### src/rtl/msi_pkg.sv
package msi_pkg;

    typedef enum logic [1:0] {
        LS_I = 2'd0,
        LS_S = 2'd1,
        LS_M = 2'd2
    } line_st_t;

    typedef enum logic [1:0] {
        OP_RD    = 2'd0,
        OP_WR    = 2'd1,
        OP_EVICT = 2'd2,
        OP_NOP   = 2'd3
    } cpu_op_t;

    typedef enum logic [2:0] {
        BC_NONE = 3'd0,
        BC_RD   = 3'd1,
        BC_WR   = 3'd2,
        BC_UPG  = 3'd3,
        BC_WB   = 3'd4
    } bus_cmd_t;

    typedef enum logic [2:0] {
        ACT_IDLE,
        ACT_HIT,
        ACT_DROP,
        ACT_FETCH_S,
        ACT_FETCH_M,
        ACT_UPGRADE,
        ACT_FLUSH,
        ACT_VICTIM
    } act_t;

    typedef enum logic {
        PH_IDLE,
        PH_WAIT
    } phase_t;

endpackage

### src/rtl/msi_tag_store.sv
module msi_tag_store
    import msi_pkg::*;
#(
    parameter int INDEX_W = 3,
    parameter int TAG_W   = 7
) (
    input  logic               clk,
    input  logic               rst_n,
    input  logic [INDEX_W-1:0] a_idx,
    output line_st_t           a_st,
    output logic [TAG_W-1:0]   a_tag,
    input  logic               a_we,
    input  line_st_t           a_st_nx,
    input  logic [TAG_W-1:0]   a_tag_nx,
    input  logic [INDEX_W-1:0] b_idx,
    output line_st_t           b_st,
    output logic [TAG_W-1:0]   b_tag,
    input  logic               b_we,
    input  line_st_t           b_st_nx
);
    localparam int LINES = 1 << INDEX_W;

    line_st_t         st_arr  [LINES];
    logic [TAG_W-1:0] tag_arr [LINES];

    for (genvar e = 0; e < LINES; e++) begin : g_line
        line_st_t         st_q;
        logic [TAG_W-1:0] tag_q;

        always_ff @(posedge clk or negedge rst_n) begin
            if (!rst_n) begin
                st_q  <= LS_I;
                tag_q <= '0;
            end else if (a_we && a_idx == INDEX_W'(e)) begin
                st_q  <= a_st_nx;
                tag_q <= a_tag_nx;
            end else if (b_we && b_idx == INDEX_W'(e)) begin
                st_q  <= b_st_nx;
            end
        end

        assign st_arr[e]  = st_q;
        assign tag_arr[e] = tag_q;
    end

    assign a_st  = st_arr[a_idx];
    assign a_tag = tag_arr[a_idx];
    assign b_st  = st_arr[b_idx];
    assign b_tag = tag_arr[b_idx];

    AST_PORTS_DISJOINT: assert property (@(posedge clk) disable iff (!rst_n)
        (a_we && b_we) |-> (a_idx != b_idx));

endmodule

### src/rtl/msi_snoop_unit.sv
module msi_snoop_unit
    import msi_pkg::*;
#(
    parameter int TAG_W = 7
) (
    input  logic             snp_valid,
    input  logic             snp_cmd,
    input  logic [TAG_W-1:0] snp_tag,
    input  line_st_t         line_st,
    input  logic [TAG_W-1:0] line_tag,
    output logic             supply,
    output logic             we,
    output line_st_t         st_nx
);
    logic hit;

    always_comb begin
        hit    = snp_valid && (line_st != LS_I) && (line_tag == snp_tag);
        supply = 1'b0;
        we     = 1'b0;
        st_nx  = line_st;
        if (hit) begin
            unique case (line_st)
                LS_M: begin
                    supply = 1'b1;
                    we     = 1'b1;
                    st_nx  = snp_cmd ? LS_I : LS_S;
                end
                LS_S: begin
                    if (snp_cmd) begin
                        we    = 1'b1;
                        st_nx = LS_I;
                    end
                end
                default: ;
            endcase
        end
    end

endmodule

### src/rtl/msi_local_ctrl.sv
module msi_local_ctrl
    import msi_pkg::*;
#(
    parameter int INDEX_W = 3,
    parameter int TAG_W   = 7
) (
    input  logic                     clk,
    input  logic                     rst_n,
    input  logic                     cpu_valid,
    input  logic [1:0]               cpu_op,
    input  logic [TAG_W-1:0]         req_tag,
    input  logic [INDEX_W-1:0]       req_idx,
    input  line_st_t                 line_st,
    input  logic [TAG_W-1:0]         line_tag,
    input  logic                     blocked,
    input  logic                     bus_gnt,
    output logic                     cpu_ready,
    output logic                     bus_req,
    output bus_cmd_t                 bus_cmd,
    output logic [TAG_W+INDEX_W-1:0] bus_addr,
    output logic                     line_we,
    output line_st_t                 st_nx,
    output logic [TAG_W-1:0]         tag_nx,
    output logic                     wb_supply
);
    act_t   act;
    phase_t phase_q, phase_d;
    logic   hit, dirty_victim;

    // Action decode: one action per cycle from the request and the line state
    always_comb begin
        hit          = (line_st != LS_I) && (line_tag == req_tag);
        dirty_victim = (line_st == LS_M) && !hit;
        act          = ACT_IDLE;
        if (cpu_valid && !blocked) begin
            unique case (cpu_op_t'(cpu_op))
                OP_RD:    act = hit ? ACT_HIT : (dirty_victim ? ACT_VICTIM : ACT_FETCH_S);
                OP_WR:    act = (hit && line_st == LS_M) ? ACT_HIT :
                                hit ? ACT_UPGRADE :
                                dirty_victim ? ACT_VICTIM : ACT_FETCH_M;
                OP_EVICT: act = !hit ? ACT_HIT : ((line_st == LS_M) ? ACT_FLUSH : ACT_DROP);
                OP_NOP:   act = ACT_HIT;
            endcase
        end
    end

    // Output and line-update decode
    always_comb begin
        cpu_ready = 1'b0;
        bus_req   = 1'b0;
        bus_cmd   = BC_NONE;
        bus_addr  = '0;
        line_we   = 1'b0;
        st_nx     = line_st;
        tag_nx    = line_tag;
        wb_supply = 1'b0;
        unique case (act)
            ACT_IDLE: ;
            ACT_HIT:  cpu_ready = 1'b1;
            ACT_DROP: begin
                cpu_ready = 1'b1;
                line_we   = 1'b1;
                st_nx     = LS_I;
            end
            ACT_FETCH_S, ACT_FETCH_M, ACT_UPGRADE: begin
                bus_req  = 1'b1;
                bus_cmd  = (act == ACT_FETCH_S) ? BC_RD :
                           (act == ACT_FETCH_M) ? BC_WR : BC_UPG;
                bus_addr = {req_tag, req_idx};
                if (bus_gnt) begin
                    cpu_ready = 1'b1;
                    line_we   = 1'b1;
                    st_nx     = (act == ACT_FETCH_S) ? LS_S : LS_M;
                    tag_nx    = req_tag;
                end
            end
            ACT_FLUSH, ACT_VICTIM: begin
                bus_req  = 1'b1;
                bus_cmd  = BC_WB;
                bus_addr = {line_tag, req_idx};
                if (bus_gnt) begin
                    cpu_ready = (act == ACT_FLUSH);
                    wb_supply = 1'b1;
                    line_we   = 1'b1;
                    st_nx     = LS_I;
                end
            end
        endcase
    end

    // Phase register: records an outstanding ungranted bus request
    always_comb phase_d = (bus_req && !bus_gnt) ? PH_WAIT : PH_IDLE;

    always_ff @(posedge clk or negedge rst_n) begin
        if (!rst_n) phase_q <= PH_IDLE;
        else        phase_q <= phase_d;
    end

    AST_READY_IN_GRANT: assert property (@(posedge clk) disable iff (!rst_n)
        (cpu_ready && bus_req) |-> bus_gnt);

    AST_WAIT_KEEPS_REQ: assert property (@(posedge clk) disable iff (!rst_n)
        (phase_q == PH_WAIT && cpu_valid && !blocked) |-> bus_req);

    AST_WB_ONLY_GRANTED: assert property (@(posedge clk) disable iff (!rst_n)
        wb_supply |-> (bus_gnt && bus_cmd == BC_WB));

endmodule

### src/rtl/msi_snoop_ctrl.sv
module msi_snoop_ctrl
    import msi_pkg::*;
#(
    parameter int ADDR_W  = 10,
    parameter int INDEX_W = 3
) (
    input  logic              clk,
    input  logic              rst_n,
    input  logic              cpu_valid,
    input  logic [1:0]        cpu_op,
    input  logic [ADDR_W-1:0] cpu_addr,
    output logic              cpu_ready,
    output logic              bus_req,
    output logic [2:0]        bus_cmd,
    output logic [ADDR_W-1:0] bus_addr,
    input  logic              bus_gnt,
    input  logic              snp_valid,
    input  logic              snp_cmd,
    input  logic [ADDR_W-1:0] snp_addr,
    output logic              sd_valid,
    output logic [ADDR_W-1:0] sd_addr
);
    localparam int TAG_W = ADDR_W - INDEX_W;

    logic [INDEX_W-1:0] cpu_idx, snp_idx;
    logic [TAG_W-1:0]   cpu_tag, snp_tag;
    line_st_t           loc_st, snp_st, loc_st_nx, snp_st_nx;
    logic [TAG_W-1:0]   loc_tag, snp_line_tag, loc_tag_nx;
    logic               loc_we, snp_we, snp_supply, wb_supply, blocked;
    bus_cmd_t           cmd;

    assign cpu_idx = cpu_addr[INDEX_W-1:0];
    assign cpu_tag = cpu_addr[ADDR_W-1:INDEX_W];
    assign snp_idx = snp_addr[INDEX_W-1:0];
    assign snp_tag = snp_addr[ADDR_W-1:INDEX_W];

    msi_tag_store #(.INDEX_W(INDEX_W), .TAG_W(TAG_W)) i_store (
        .clk      (clk),
        .rst_n    (rst_n),
        .a_idx    (cpu_idx),
        .a_st     (loc_st),
        .a_tag    (loc_tag),
        .a_we     (loc_we),
        .a_st_nx  (loc_st_nx),
        .a_tag_nx (loc_tag_nx),
        .b_idx    (snp_idx),
        .b_st     (snp_st),
        .b_tag    (snp_line_tag),
        .b_we     (snp_we),
        .b_st_nx  (snp_st_nx)
    );

    msi_snoop_unit #(.TAG_W(TAG_W)) i_snoop (
        .snp_valid (snp_valid),
        .snp_cmd   (snp_cmd),
        .snp_tag   (snp_tag),
        .line_st   (snp_st),
        .line_tag  (snp_line_tag),
        .supply    (snp_supply),
        .we        (snp_we),
        .st_nx     (snp_st_nx)
    );

    // Snoop wins on a shared index or when it owns the data-supply strobe
    assign blocked = snp_valid && ((snp_idx == cpu_idx) || snp_supply);

    msi_local_ctrl #(.INDEX_W(INDEX_W), .TAG_W(TAG_W)) i_local (
        .clk       (clk),
        .rst_n     (rst_n),
        .cpu_valid (cpu_valid),
        .cpu_op    (cpu_op),
        .req_tag   (cpu_tag),
        .req_idx   (cpu_idx),
        .line_st   (loc_st),
        .line_tag  (loc_tag),
        .blocked   (blocked),
        .bus_gnt   (bus_gnt),
        .cpu_ready (cpu_ready),
        .bus_req   (bus_req),
        .bus_cmd   (cmd),
        .bus_addr  (bus_addr),
        .line_we   (loc_we),
        .st_nx     (loc_st_nx),
        .tag_nx    (loc_tag_nx),
        .wb_supply (wb_supply)
    );

    assign bus_cmd  = cmd;
    assign sd_valid = snp_supply | wb_supply;
    assign sd_addr  = snp_supply ? snp_addr : (wb_supply ? bus_addr : '0);

    AST_ONE_SUPPLIER: assert property (@(posedge clk) disable iff (!rst_n)
        $onehot0({snp_supply, wb_supply}));

    AST_COLLIDE_QUIET: assert property (@(posedge clk) disable iff (!rst_n)
        (cpu_valid && snp_valid && snp_idx == cpu_idx) |-> (!cpu_ready && !bus_req));

    AST_UPG_FROM_SHARED: assert property (@(posedge clk) disable iff (!rst_n)
        (bus_req && cmd == BC_UPG) |-> (loc_st == LS_S && loc_tag == cpu_tag));

    AST_SNP_DIRTY_LEAVES_M: assert property (@(posedge clk) disable iff (!rst_n)
        snp_supply |=> (snp_st != LS_M || !$stable(snp_addr) || loc_we));

endmodule

### config.mk
export PLATFORM = sky130hd
export DESIGN_NAME = msi_snoop_ctrl
export DESIGN_NICKNAME = d
export VERILOG_FILES = /design/src/rtl/msi_pkg.sv /design/src/rtl/msi_tag_store.sv /design/src/rtl/msi_snoop_unit.sv /design/src/rtl/msi_local_ctrl.sv /design/src/rtl/msi_snoop_ctrl.sv
export SDC_FILE = /design/constraint.sdc
export NUM_CORES = 1
export LEC_CHECK = 0
export BUFFER_PORTS_ARGS = -buffer_cell sky130_fd_sc_hd__buf_2
export CAP_MARGIN = 5
export CORE_AREA = 5 5 115 117
export CTS_CLUSTER_SIZE = 20
export DETAILED_ROUTE_END_ITERATION = 8
export DIE_AREA = 0 0 120 122
export SYNTH_ARGS = -nofsm -noshare
export SYNTH_HDL_FRONTEND = slang
export SYNTH_SLANG_ARGS = --single-unit
### constraint.sdc
create_clock -name clk -period 5.3 [get_ports clk]
set_clock_uncertainty 0.05 [all_clocks]
set_input_delay 0.53 -clock clk [delete_from_list [all_inputs] [get_ports clk]]
set_output_delay 0.53 -clock clk [all_outputs]
set_load 0.03 [all_outputs]
==> impl_metrics.csv, run 1 <==
group,metric,value,unit
logic_synthesis,yosys.area.top_type,"dfrtp_1",
placement,place.gp.congestion,0.866,
worst_hold_path,hold_class,"in2async",
global_routing,gr-total-overflow,0,
timing,relSlewSlack,22.0,%
worst_setup_path,cpPeakStageDelay,0.61,ns
clock_tree,cts_root_buf,"clkbuf_16",
logic_synthesis,synth_top_area_share,34.3,%
timing,hold_violations,0,
floorplanning,design.die.area,0.0146,mm2
global_routing,antenna_found_initial,0,
clock_tree,hold_buffers,0,
logic_synthesis,synth_most_common_cell,"dfrtp_1",
timing,rsz0062_at_grt,"no",
power,vdd_drop_max,0.000154,V
timing,worstMarginPinSlew,1.17,ns
worst_setup_path,crit_slowest_cell,"or4b_4",
floorplanning,die_h,122,um
floorplanning,io_pins,54,
clock_tree,cts_buffer_depth,2,
logic_synthesis,synthCells,459,
worst_setup_path,crit_type,"in2out",
worst_setup_path,path_cells,"buf_2, buf_4, inv_1, nor3_1, nor4_1, buf_4, xor2_1, or4b_4, or4_1, a211oi_2, and2_1, a22o_1, buf_2",
global_routing,grt_start_max_net_pins,73,
clock_tree,clock_sinks,72,
floorplanning,initial_core_util,42.8,%
timing,period_needed,5.03,ns
run_status,status,"completed",
timing,worst_slack,0.266,ns
layout,num-fill-cells,1112,
logic_synthesis,synth_flop_cell,"dfrtp_1",
layout,multiInputGateArea,0.00323,mm2
logic_synthesis,yosysSeqAreaShare,34.3,%
layout,final_net_count,543,
layout,area_delta_synth_final,14.6,%
floorplanning,die_w,120,um
logic_synthesis,syn_nets,490,
placement,portBuffers,53,
timing,whs,0.354,ns
power,finalPower,0.00178,W
timing,fmax,199,MHz
routing,ant_nets,0,
worst_setup_path,startpoint_type,"input pin",
worst_setup_path,crit_path_end_kind,"output pin",
logic_synthesis,synth_area_leaders,"dfrtp_1 34%, mux2_2 11%, mux2i_1 11%",
timing,report.final.slew_viol_count,0,
routing,drtPass1Iterations,5,
timing,setup_viol,0,
routing,drt_iter0_drc,414,
timing,finalSetupTns,0,ns
logic_synthesis,async_flop_share,100,%
logic_synthesis,synth_common_cells,"72 x dfrtp_1, 56 x mux2i_1, 51 x mux2_2, 26 x nand2_1, 21 x mux2_4",
routing,drt_wl_total,15600,um
clock_tree,clock_latency,0.35,ns
clock_tree,clk_pin_slew_worst_paths,0.06,ns
floorplanning,placementRows,41,
power,p_leak,2.91,nW
clock_tree,cts_tree,"done",
logic_synthesis,syn_area,0.00525,mm2
worst_setup_path,crit_required,4.72,ns
layout,num_antenna_cells,0,
clock_tree,cts.repair.resized,0,
worst_setup_path,path_max_fanout,24,
routing,num_vias,4140,
power,power.density,295,mW/mm2
global_routing,grt_pass1_wl,24300,um
global_routing,grt_pass1_vias,4150,
logic_synthesis,synth.ff_latch_count,72,
layout,drive_gt1_share,34.6,%
worst_setup_path,worst_ep_arrival_time,4.45,ns
routing,wl_per_cell,23.4,um
timing,period_share,95.0,%
clock_tree,cts_setup_buffers,0,
routing,viasPerCell,6.21,
run,cap_violations,0,
global_routing,grt_usage,21.9,%
placement,place_worst_setup_slack,0.334,ns
logic_synthesis,ys_warn_count,0,
placement,place_hpwl,11100,um
routing,drcViolationCount,0,
clock_tree,cts_buffers,9,
logic_synthesis,synth-edff-count,0,
layout,seq_area,0.00180,mm2
clock_tree,cts_max_level,3,
floorplanning,core,0.0123,mm2
logic_synthesis,synth.avg_cell_area,11.4,um2
logic_synthesis,synth_cell_types,62,
metrics by stage:
step | area [um2] | util, % | cells
6_report | 6020 | 49.1 | 667
5_1_grt | 6020 | 49.1 | 667
4_1_cts | 6020 | 49.1 | 667
3_5_place_dp | 5680 | 46.3 | 651
3_3_place_gp | 5680 | 46.3 | 651
2_1_floorplan | 5250 | - | 459
routing by layer:
metal  vias to the layer above  global-route usage (%)  wire length [um]
met5                         -                       0                 0
met4                         0                    8.73               373
met3                        27                    4.78              1050
met2                       196                    33.9              7080
met1                      2056                    30.0              7120
li1                       1861                       -                 -
layout by cell type (no fill, tap or decap), types with 6 or more instances in the layout:
master and n:
a22o_1 12, buf_2 53, buf_4 17, clkbuf_16 9
dfrtp_1 72, inv_1 16, mux2_1 6, mux2_2 51
mux2_4 21, mux2i_1 56, mux4_2 10, nand2_1 26
nand2b_1 7, nand3_1 6, nor2_1 9, nor2b_1 7
nor3_1 11, o21ai_0 7, o22ai_1 8, xnor2_1 7
power breakdown:
| group | internal (W) | switching [W] |
|---|---|---|
| combinational | 0.000184 | 0.000204 |
| sequential | 0.000621 | 0.0000611 |
| clock | 0.000473 | 0.000236 |
logic make-up (layout without fill, tap and decap cells):
kind of cell | Yosys count | in the layout | synth area share [%]
multiplexers | 148 | 148 | 35.2
AND/OR/NAND/NOR | 112 | 112 | 13.7
flip-flops | 72 | 72 | 34.3
AO/OA/AOI/OAI | 68 | 68 | 9.89
buffers and inverters | 44 | 102 | 4.24
XOR/XNOR | 12 | 12 | 2.00
adder cells (fa/ha/maj) | 3 | 3 | 0.715
worst max-delay path, delay by kind of cell:
family	cells	cell delay [ns]
simple gates	5	1.96
xor+xnor	1	0.14
compound gates	2	0.52
buf+inv	5	1.29
state kept, by name, indices dropped and copies added, names as in the netlist:
register              cells
i_store.g_line.tag_q     56
i_store.g_line.st_q      16
final cells by class:
cell class	instances	area share [%]
flip-flops and latches	72	29.9
repair buffers	70	6.52
multi-input cells	343	53.7
inverters	16	0.997
clock inverters	5	1.72
clock buffers	11	4.03
well taps	150	3.12
path summary, 6_finish.rpt:
path,from,to,slack [ns],cells after the start
setup / recovery,cpu_addr[1],sd_addr[4],0.27,13
hold / removal,rst_n,i_store.g_line[0].tag_q[6],0.35,2
setup reg to reg,i_store.g_line[0].tag_q[0],i_store.g_line[5].tag_q[1],0.89,10
hold reg to reg,i_store.g_line[3].tag_q[2],i_store.g_line[3].tag_q[2],0.47,1
max in group asynchronous,rst_n,i_store.g_line[3].st_q[1],4.22,2
min in group clk,i_store.g_line[3].tag_q[2],i_store.g_line[3].tag_q[2],0.47,1
(Power assumes the default switching activity.)
==> run 2: changes to the inputs <==
--- a/config.mk
+++ b/config.mk
@@ -11,6 +11,7 @@
 export CTS_CLUSTER_SIZE = 20
 export DETAILED_ROUTE_END_ITERATION = 8
 export DIE_AREA = 0 0 120 122
+export GPL_ROUTABILITY_DRIVEN = 0
 export SYNTH_ARGS = -nofsm -noshare
 export SYNTH_HDL_FRONTEND = slang
 export SYNTH_SLANG_ARGS = --single-unit
==> constraint.sdc (replaced) <==
create_clock -name clk -period 6.55 [get_ports clk]
set_clock_uncertainty 0.05 [all_clocks]
set_input_delay 0.655 -clock clk [delete_from_list [all_inputs] [get_ports clk]]
set_output_delay 0.655 -clock clk [all_outputs]
set_load 0.03 [all_outputs]
==> run 2 against run 1 <==
  * Register-to-register slack better by 1.3 ns
  * Combinational power down 19%
  * Clock-buffer cell count down 1
  * Critical endpoint is now sd_addr[3]
  * Via count up 1.2%
  * Sequential power down 19%
  * First-iteration DRC count down 3.1%
  * Global-route usage up 0.24 points
  * Core utilization down 0.44 points
  * Die area unchanged
  * Critical path depth up 1
==> impl_metrics.csv, run 2 (synthesis gave the netlist of run 1 again) <==
group,metric,value,unit
run_status,status,"completed",
floorplanning,die_h,122,um
routing,drcViolationCount,0,
routing,drtPass1Iterations,5,
layout,reg_top3,"i_store.g_line.tag_q: 56 flops, i_store.g_line.st_q: 16 flops",
timing,period_share,83.6,%
power,vdd_drop_max,0.000135,V
timing,finalSetupTns,0,ns
timing,setup_viol,0,
clock_tree,hold_buffers,0,
layout,final_area,0.00597,mm2
routing,viasPerCell,6.32,
timing,report.final.slew_viol_count,0,
floorplanning,design.die.area,0.0146,mm2
timing,period_needed,5.48,ns
floorplanning,initial_core_util,42.8,%
worst_setup_path,path_cells,"buf_2, buf_4, inv_1, nor3_1, nor4_1, buf_4, xor2_1, or4b_4, or4_1, a211oi_2, buf_4, and2_1, a22o_1, buf_2",
placement,dp.cells,647,
layout,final_net_count,539,
routing,drt_iter0_drc,401,
clock_tree,cts_buffers,9,
routing,num_vias,4190,
power,power.density,236,mW/mm2
global_routing,grt_usage,22.2,%
layout,final_common_cell,"dfrtp_1",
timing,hold_violations,0,
layout,num_antenna_cells,0,
floorplanning,core,0.0123,mm2
floorplanning,placementRows,41,
worst_setup_path,crit_slowest_cell,"or4b_4",
floorplanning,die_w,120,um
routing,drt_wl_total,15900,um
worst_setup_path,startpoint_type,"input pin",
layout,mostFrequentLayoutCells,"72 x dfrtp_1, 56 x mux2i_1, 53 x buf_2",
worst_setup_path,worst_ep_arrival_time,4.77,ns
worst_setup_path,cpMostUsedCell,"buf_4",
run,cap_violations,0,
timing,fmax,183,MHz
routing,wl_per_cell,24.0,um
placement,placed_area,0.00565,mm2
worst_setup_path,crit_type,"in2out",
layout,instances_no_fill,663,
global_routing,gr-total-overflow,0,
worst_setup_path,cpPeakStageDelay,0.60,ns
clock_tree,clock_latency,0.35,ns
worst_setup_path,crit_path_end_kind,"output pin",
clock_tree,cts_setup_buffers,0,
global_routing,grt_pass1_wl,24400,um
clock_tree,cts_root_buf,"clkbuf_16",
layout,largest-register,"i_store.g_line.tag_q",
global_routing,grt_pass1_vias,4133,
routing,ant_nets,0,
clock_tree,cts.repair.resized,0,
global_routing,antenna_found_initial,0,
worst_hold_path,hold_class,"reg2reg",
clock_tree,cts_buffer_depth,2,
clock_tree,clock_sinks,72,
layout,largest_reg_flops,56,
timing,worstMarginPinSlew,1.24,ns
layout,area_delta_synth_final,13.6,%
layout,drive_gt1_share,34.1,%
layout,num-fill-cells,1080,
global_routing,grt_start_max_net_pins,73,
clock_tree,cts_max_level,3,
worst_setup_path,path_max_fanout,22,
floorplanning,io_pins,54,
timing,relSlewSlack,16.5,%
worst_setup_path,crit_family,"simple AND/OR/NAND/NOR gates",
clock_tree,clk_pin_slew_worst_paths,0.06,ns
timing,rsz0062_at_grt,"no",
worst_setup_path,critPathBufInv,6,
worst_setup_path,crit_required,5.84,ns
power,finalPower,0.00141,W
clock_tree,cts_tree,"done",
placement,place_hpwl,11200,um
placement,portBuffers,53,
power,p_leak,2.88,nW
==> run 2: changes by cell type in the layout (fill, tap and decap cells not counted), sizes merged <==
cell / before / now
buf: 70 / 66
clkinvlp: 0 / 1
clkbuf: 11 / 10
clkinv: 2 / 3
bufinv: 3 / 2
==> run 2: final timing paths <==
kind                                             from                         end  depth (start not counted)  slack (ns)
max in group asynchronous                       rst_n  i_store.g_line[4].tag_q[5]                          2        5.36
min                        i_store.g_line[3].tag_q[5]  i_store.g_line[3].tag_q[5]                          1        0.46
max reg2reg                i_store.g_line[2].tag_q[4]  i_store.g_line[5].tag_q[5]                          9        2.17
min in group asynchronous                       rst_n  i_store.g_line[0].tag_q[6]                          2        0.48
min reg2reg                i_store.g_line[3].tag_q[5]  i_store.g_line[3].tag_q[5]                          1        0.46
max                                       cpu_addr[1]                  sd_addr[3]                         14        1.07
==> run 2: final cells by class <==
type	count	area, um2	share of cell area, %
Tap cell	150	188	3.14
Multi-Input combinational cell	343	3230	54.2
Clock inverter	6	93.8	1.57
Sequential cell	72	1800	30.2
Clock buffer	10	229	3.84
Inverter	16	60.1	1.01
Timing Repair Buffer	66	363	6.08
==> run 2: worst register-to-register path, stage by stage, from the launching register on <==
cell and delay, ns:
dfrtp_1 0.40, mux4_1 0.52, mux2i_1 0.21, xor2_1 0.18, nand2_1 0.08, or4b_4 0.58
o41a_1 0.39, or3_1 0.53, or4_1 0.88, mux2_4 0.44
==> run 2: power breakdown <==
part	internal [W]	total, W	switching [W]
clock network	0.000336	0.000540	0.000205
logic	0.000149	0.000314	0.000165
registers	0.000502	0.000552	0.0000494
total	0.000987	0.00141	0.000419
==> run 2: metrics by stage <==
stage                     hold WS, ns  setup WS, ns  utilization (%)
after detailed placement        0.455          1.11             46.0
after global routing            0.489         0.924             48.7
final                           0.462          1.07             48.7
after CTS                       0.467          1.11             48.7
after global placement          0.454          1.16             46.0
after floorplan                 0.309          1.46                -
==> run 2: routing by layer <==
metal  GRT usage, %  part of all wire [%]
met5              0                     0
met4           10.6                   3.9
met3           5.34                   7.0
met2           33.6                    45
met1           29.9                    44
==> run 3: changes to the inputs <==
--- a/config.mk
+++ b/config.mk
@@ -5,12 +5,13 @@
 export SDC_FILE = /design/constraint.sdc
 export NUM_CORES = 1
 export LEC_CHECK = 0
+export ABC_AREA = 1
 export BUFFER_PORTS_ARGS = -buffer_cell sky130_fd_sc_hd__buf_2
 export CAP_MARGIN = 5
-export CORE_AREA = 5 5 115 117
+export CORE_AREA = 5 5 118 120
 export CTS_CLUSTER_SIZE = 20
 export DETAILED_ROUTE_END_ITERATION = 8
-export DIE_AREA = 0 0 120 122
+export DIE_AREA = 0 0 123 125
 export GPL_ROUTABILITY_DRIVEN = 0
 export SYNTH_ARGS = -nofsm -noshare
 export SYNTH_HDL_FRONTEND = slang
==> constraint.sdc (replaced) <==
create_clock -name clk -period 5.1 [get_ports clk]
set_clock_uncertainty 0.05 [all_clocks]
set_input_delay 0.51 -clock clk [delete_from_list [all_inputs] [get_ports clk]]
set_output_delay 0.51 -clock clk [all_outputs]
set_load 0.03 [all_outputs]
==> run 3 against run 2 <==
  * Combinational power up 140%
  * Final cell count is 66% higher
  * Register-to-register slack worse by 0.27 ns
  * Hold slack worse by 0.18 ns
  * Clock power is 54% higher
  * Sequential share of layout area fell by 1.8 points
  * Critical endpoint is now sd_addr[8]
==> impl_metrics.csv, run 3 <==
group,metric,value,unit
timing,period_needed,4.51,ns
layout,reg_top3,"i_store.g_line.tag_q: 56 flops, i_store.g_line.st_q: 16 flops",
power,p_leak,3.32,nW
worst_setup_path,regToRegSetupSlack,1.90,ns
logic_synthesis,synth-edff-count,0,
logic_synthesis,synth_top_area_share,32.2,%
logic_synthesis,syn_nets,904,
layout,seq_area,0.00180,mm2
layout,drive_gt1_share,14.9,%
clock_tree,cts_setup_buffers,0,
layout,final_net_count,950,
worst_setup_path,crit_type,"in2out",
global_routing,grt_pass1_wl,29800,um
logic_synthesis,yosysSeqAreaShare,32.2,%
layout,area_delta_synth_final,13.4,%
worst_setup_path,reg2regPathDepth,23,
logic_synthesis,synth_cell_types,40,
clock_tree,clock_sinks,72,
layout,multiInputGateArea,0.00327,mm2
logic_synthesis,yosys.area.top_type,"dfrtp_1",
clock_tree,hold_buffers,0,
worst_setup_path,crit_required,4.54,ns
logic_synthesis,synth.avg_cell_area,6.42,um2
timing,finalSetupTns,0,ns
routing,ant_nets,0,
worst_setup_path,cpMostUsedCell,"nand2_1",
global_routing,grt_usage,25.1,%
worst_hold_path,hold_class,"in2async",
worst_setup_path,path_cells,"buf_2, inv_2, nand2_2, inv_2, a22oi_1, nand2_1, o21ai_0, ha_1, inv_1, nand2_1, a21oi_1, nand2_1, nor2_1, nand3_1, nand2_2, a21oi_4, nand2_2, nor2_2, inv_2, nor2_4, nand2_1, o21ai_0, buf_2",
logic_synthesis,async_flop_share,100,%
floorplanning,initial_core_util,43.5,%
floorplanning,placementRows,42,
routing,num_vias,5875,
layout,post-route-util,49.3,%
clock_tree,cts_buffer_depth,2,
run_status,status,"completed",
layout,largest_reg_flops,56,
run,cap_violations,0,
timing,hold_violations,0,
logic_synthesis,synth_most_common_cell,"nand2_1",
clock_tree,cts_max_level,3,
floorplanning,design.die.area,0.0154,mm2
worst_setup_path,crit_path_end_kind,"output pin",
floorplanning,die_h,125,um
worst_setup_path,worst_ep_arrival_time,3.95,ns
global_routing,gr-total-overflow,0,
timing,report.final.slew_viol_count,0,
clock_tree,cts.repair.resized,0,
timing,relSlewSlack,36.2,%
layout,final_common_cell,"nand2_1",
layout,num_antenna_cells,0,
logic_synthesis,synth_area_leaders,"dfrtp_1 32%, nand2_1 25%, nand3_1 8.0%",
global_routing,grt_pass1_vias,5352,
logic_synthesis,ys_warn_count,0,
global_routing,grt_start_max_net_pins,73,
logic_synthesis,synthCells,873,
worst_setup_path,r2r-end,"i_store.g_line[3].tag_q[0]",
logic_synthesis,syn_area,0.00560,mm2
logic_synthesis,synth_flop_cell,"dfrtp_1",
timing,worstMarginPinSlew,0.957,ns
logic_synthesis,synth.ff_latch_count,72,
timing,rsz0062_at_grt,"no",
routing,wl_per_cell,17.2,um
logic_synthesis,synth_common_cells,"375 x nand2_1, 89 x nand3_1, 75 x inv_1, 72 x dfrtp_1, 49 x nor2_1",
routing,drt_wl_total,19000,um
routing,drcViolationCount,0,
clock_tree,clock_latency,0.34,ns
worst_setup_path,r2r_start,"i_store.g_line[0].st_q[0]",
timing,setup_viol,0,
worst_setup_path,cpPeakStageDelay,0.28,ns
routing,drt_iter0_drc,659,
worst_setup_path,crit_slowest_cell,"buf_2",
clock_tree,cts_root_buf,"clkbuf_16",
layout,num-fill-cells,1358,
clock_tree,cts_tree,"done",
clock_tree,clk_pin_slew_worst_paths,0.06,ns
timing,fmax,222,MHz
floorplanning,die_w,123,um
worst_setup_path,startpoint_type,"input pin",
layout,largest-register,"i_store.g_line.tag_q",
floorplanning,io_pins,54,
routing,viasPerCell,5.34,
layout,mostFrequentLayoutCells,"375 x nand2_1, 89 x nand3_1, 75 x inv_1",
placement,place_hpwl,14300,um
worst_setup_path,path_max_fanout,13,
placement,portBuffers,53,
power,power.density,384,mW/mm2
clock_tree,cts_buffers,9,
routing,drtPass1Iterations,6,
global_routing,antenna_found_initial,0,
power,vdd_drop_max,0.000195,V
timing,period_share,88.4,%
floorplanning,core,0.0129,mm2
==> run 3: area by class of cell <==
type / instances / share of cell area (%)
clock inverters: 6 / 2.44
inverters: 94 / 5.75
repair buffers: 59 / 4.93
flip-flops and latches: 72 / 28.4
multi-input cells: 683 / 51.4
well taps: 176 / 3.47
clock buffers: 10 / 3.61
==> run 3: worst max-delay path: cells and delay by family <==
family	cells	cell delay, ns
adder cells (fa/ha/maj)	1	0.21
buffers and inverters	6	1.02
AO/OA/AOI/OAI	5	0.84
AND/OR/NAND/NOR	11	1.34
==> run 3: logic make-up after synthesis <==
kind of cell / count (synthesis) / synth area share, %
AO/OA/AOI/OAI: 108 / 12.4
XOR/XNOR: 3 / 0.469
adder cells (fa/ha/maj): 3 / 0.670
flip-flops: 72 / 32.2
buffers and inverters: 118 / 9.49
AND/OR/NAND/NOR: 569 / 44.8
==> run 3: how the worst max path moves through the flow <==
stage / from / to / slack, ns / depth (start not counted)
2_1_floorplan: snp_addr[0] / sd_addr[3] / 0.68 / 21
3_3_place_gp: snp_addr[1] / sd_addr[1] / 0.71 / 22
3_5_place_dp: snp_addr[1] / sd_addr[8] / 0.62 / 23
4_1_cts: snp_addr[1] / sd_addr[8] / 0.63 / 23
5_1_grt: snp_addr[0] / sd_addr[1] / 0.23 / 23
6_report: snp_addr[1] / sd_addr[8] / 0.59 / 23
==> run 3: metal layers <==
layer	vias to the layer above	routed length [um]	GRT usage, %
li1	2900	-	-
met2	241	8550	38.1
met1	2707	8650	36.5
met4	0	373	8.40
met3	27	1380	3.93
met5	-	0	0
==> run 3: report_power, final <==
part / internal (W) / total (W) / switching (W)
clock network: 0.000576 / 0.000829 / 0.000253
logic: 0.000242 / 0.000741 / 0.000499
registers: 0.000737 / 0.000870 / 0.000133
total: 0.00156 / 0.00244 / 0.000885
==> run 3: through the flow <==
step / hold WS (ns) / cell area, um2 / setup slack [ns] / power (W) / instances
2_1_floorplan: 0.164 / 5600 / 0.681 / 0.00137 / 873
3_3_place_gp: 0.413 / 5970 / 0.713 / 0.00160 / 1084
3_5_place_dp: 0.415 / 5970 / 0.625 / 0.00160 / 1084
4_1_cts: 0.314 / 6350 / 0.627 / 0.00244 / 1100
5_1_grt: 0.369 / 6350 / 0.234 / 0.00259 / 1100
6_report: 0.277 / 6350 / 0.592 / 0.00244 / 1100
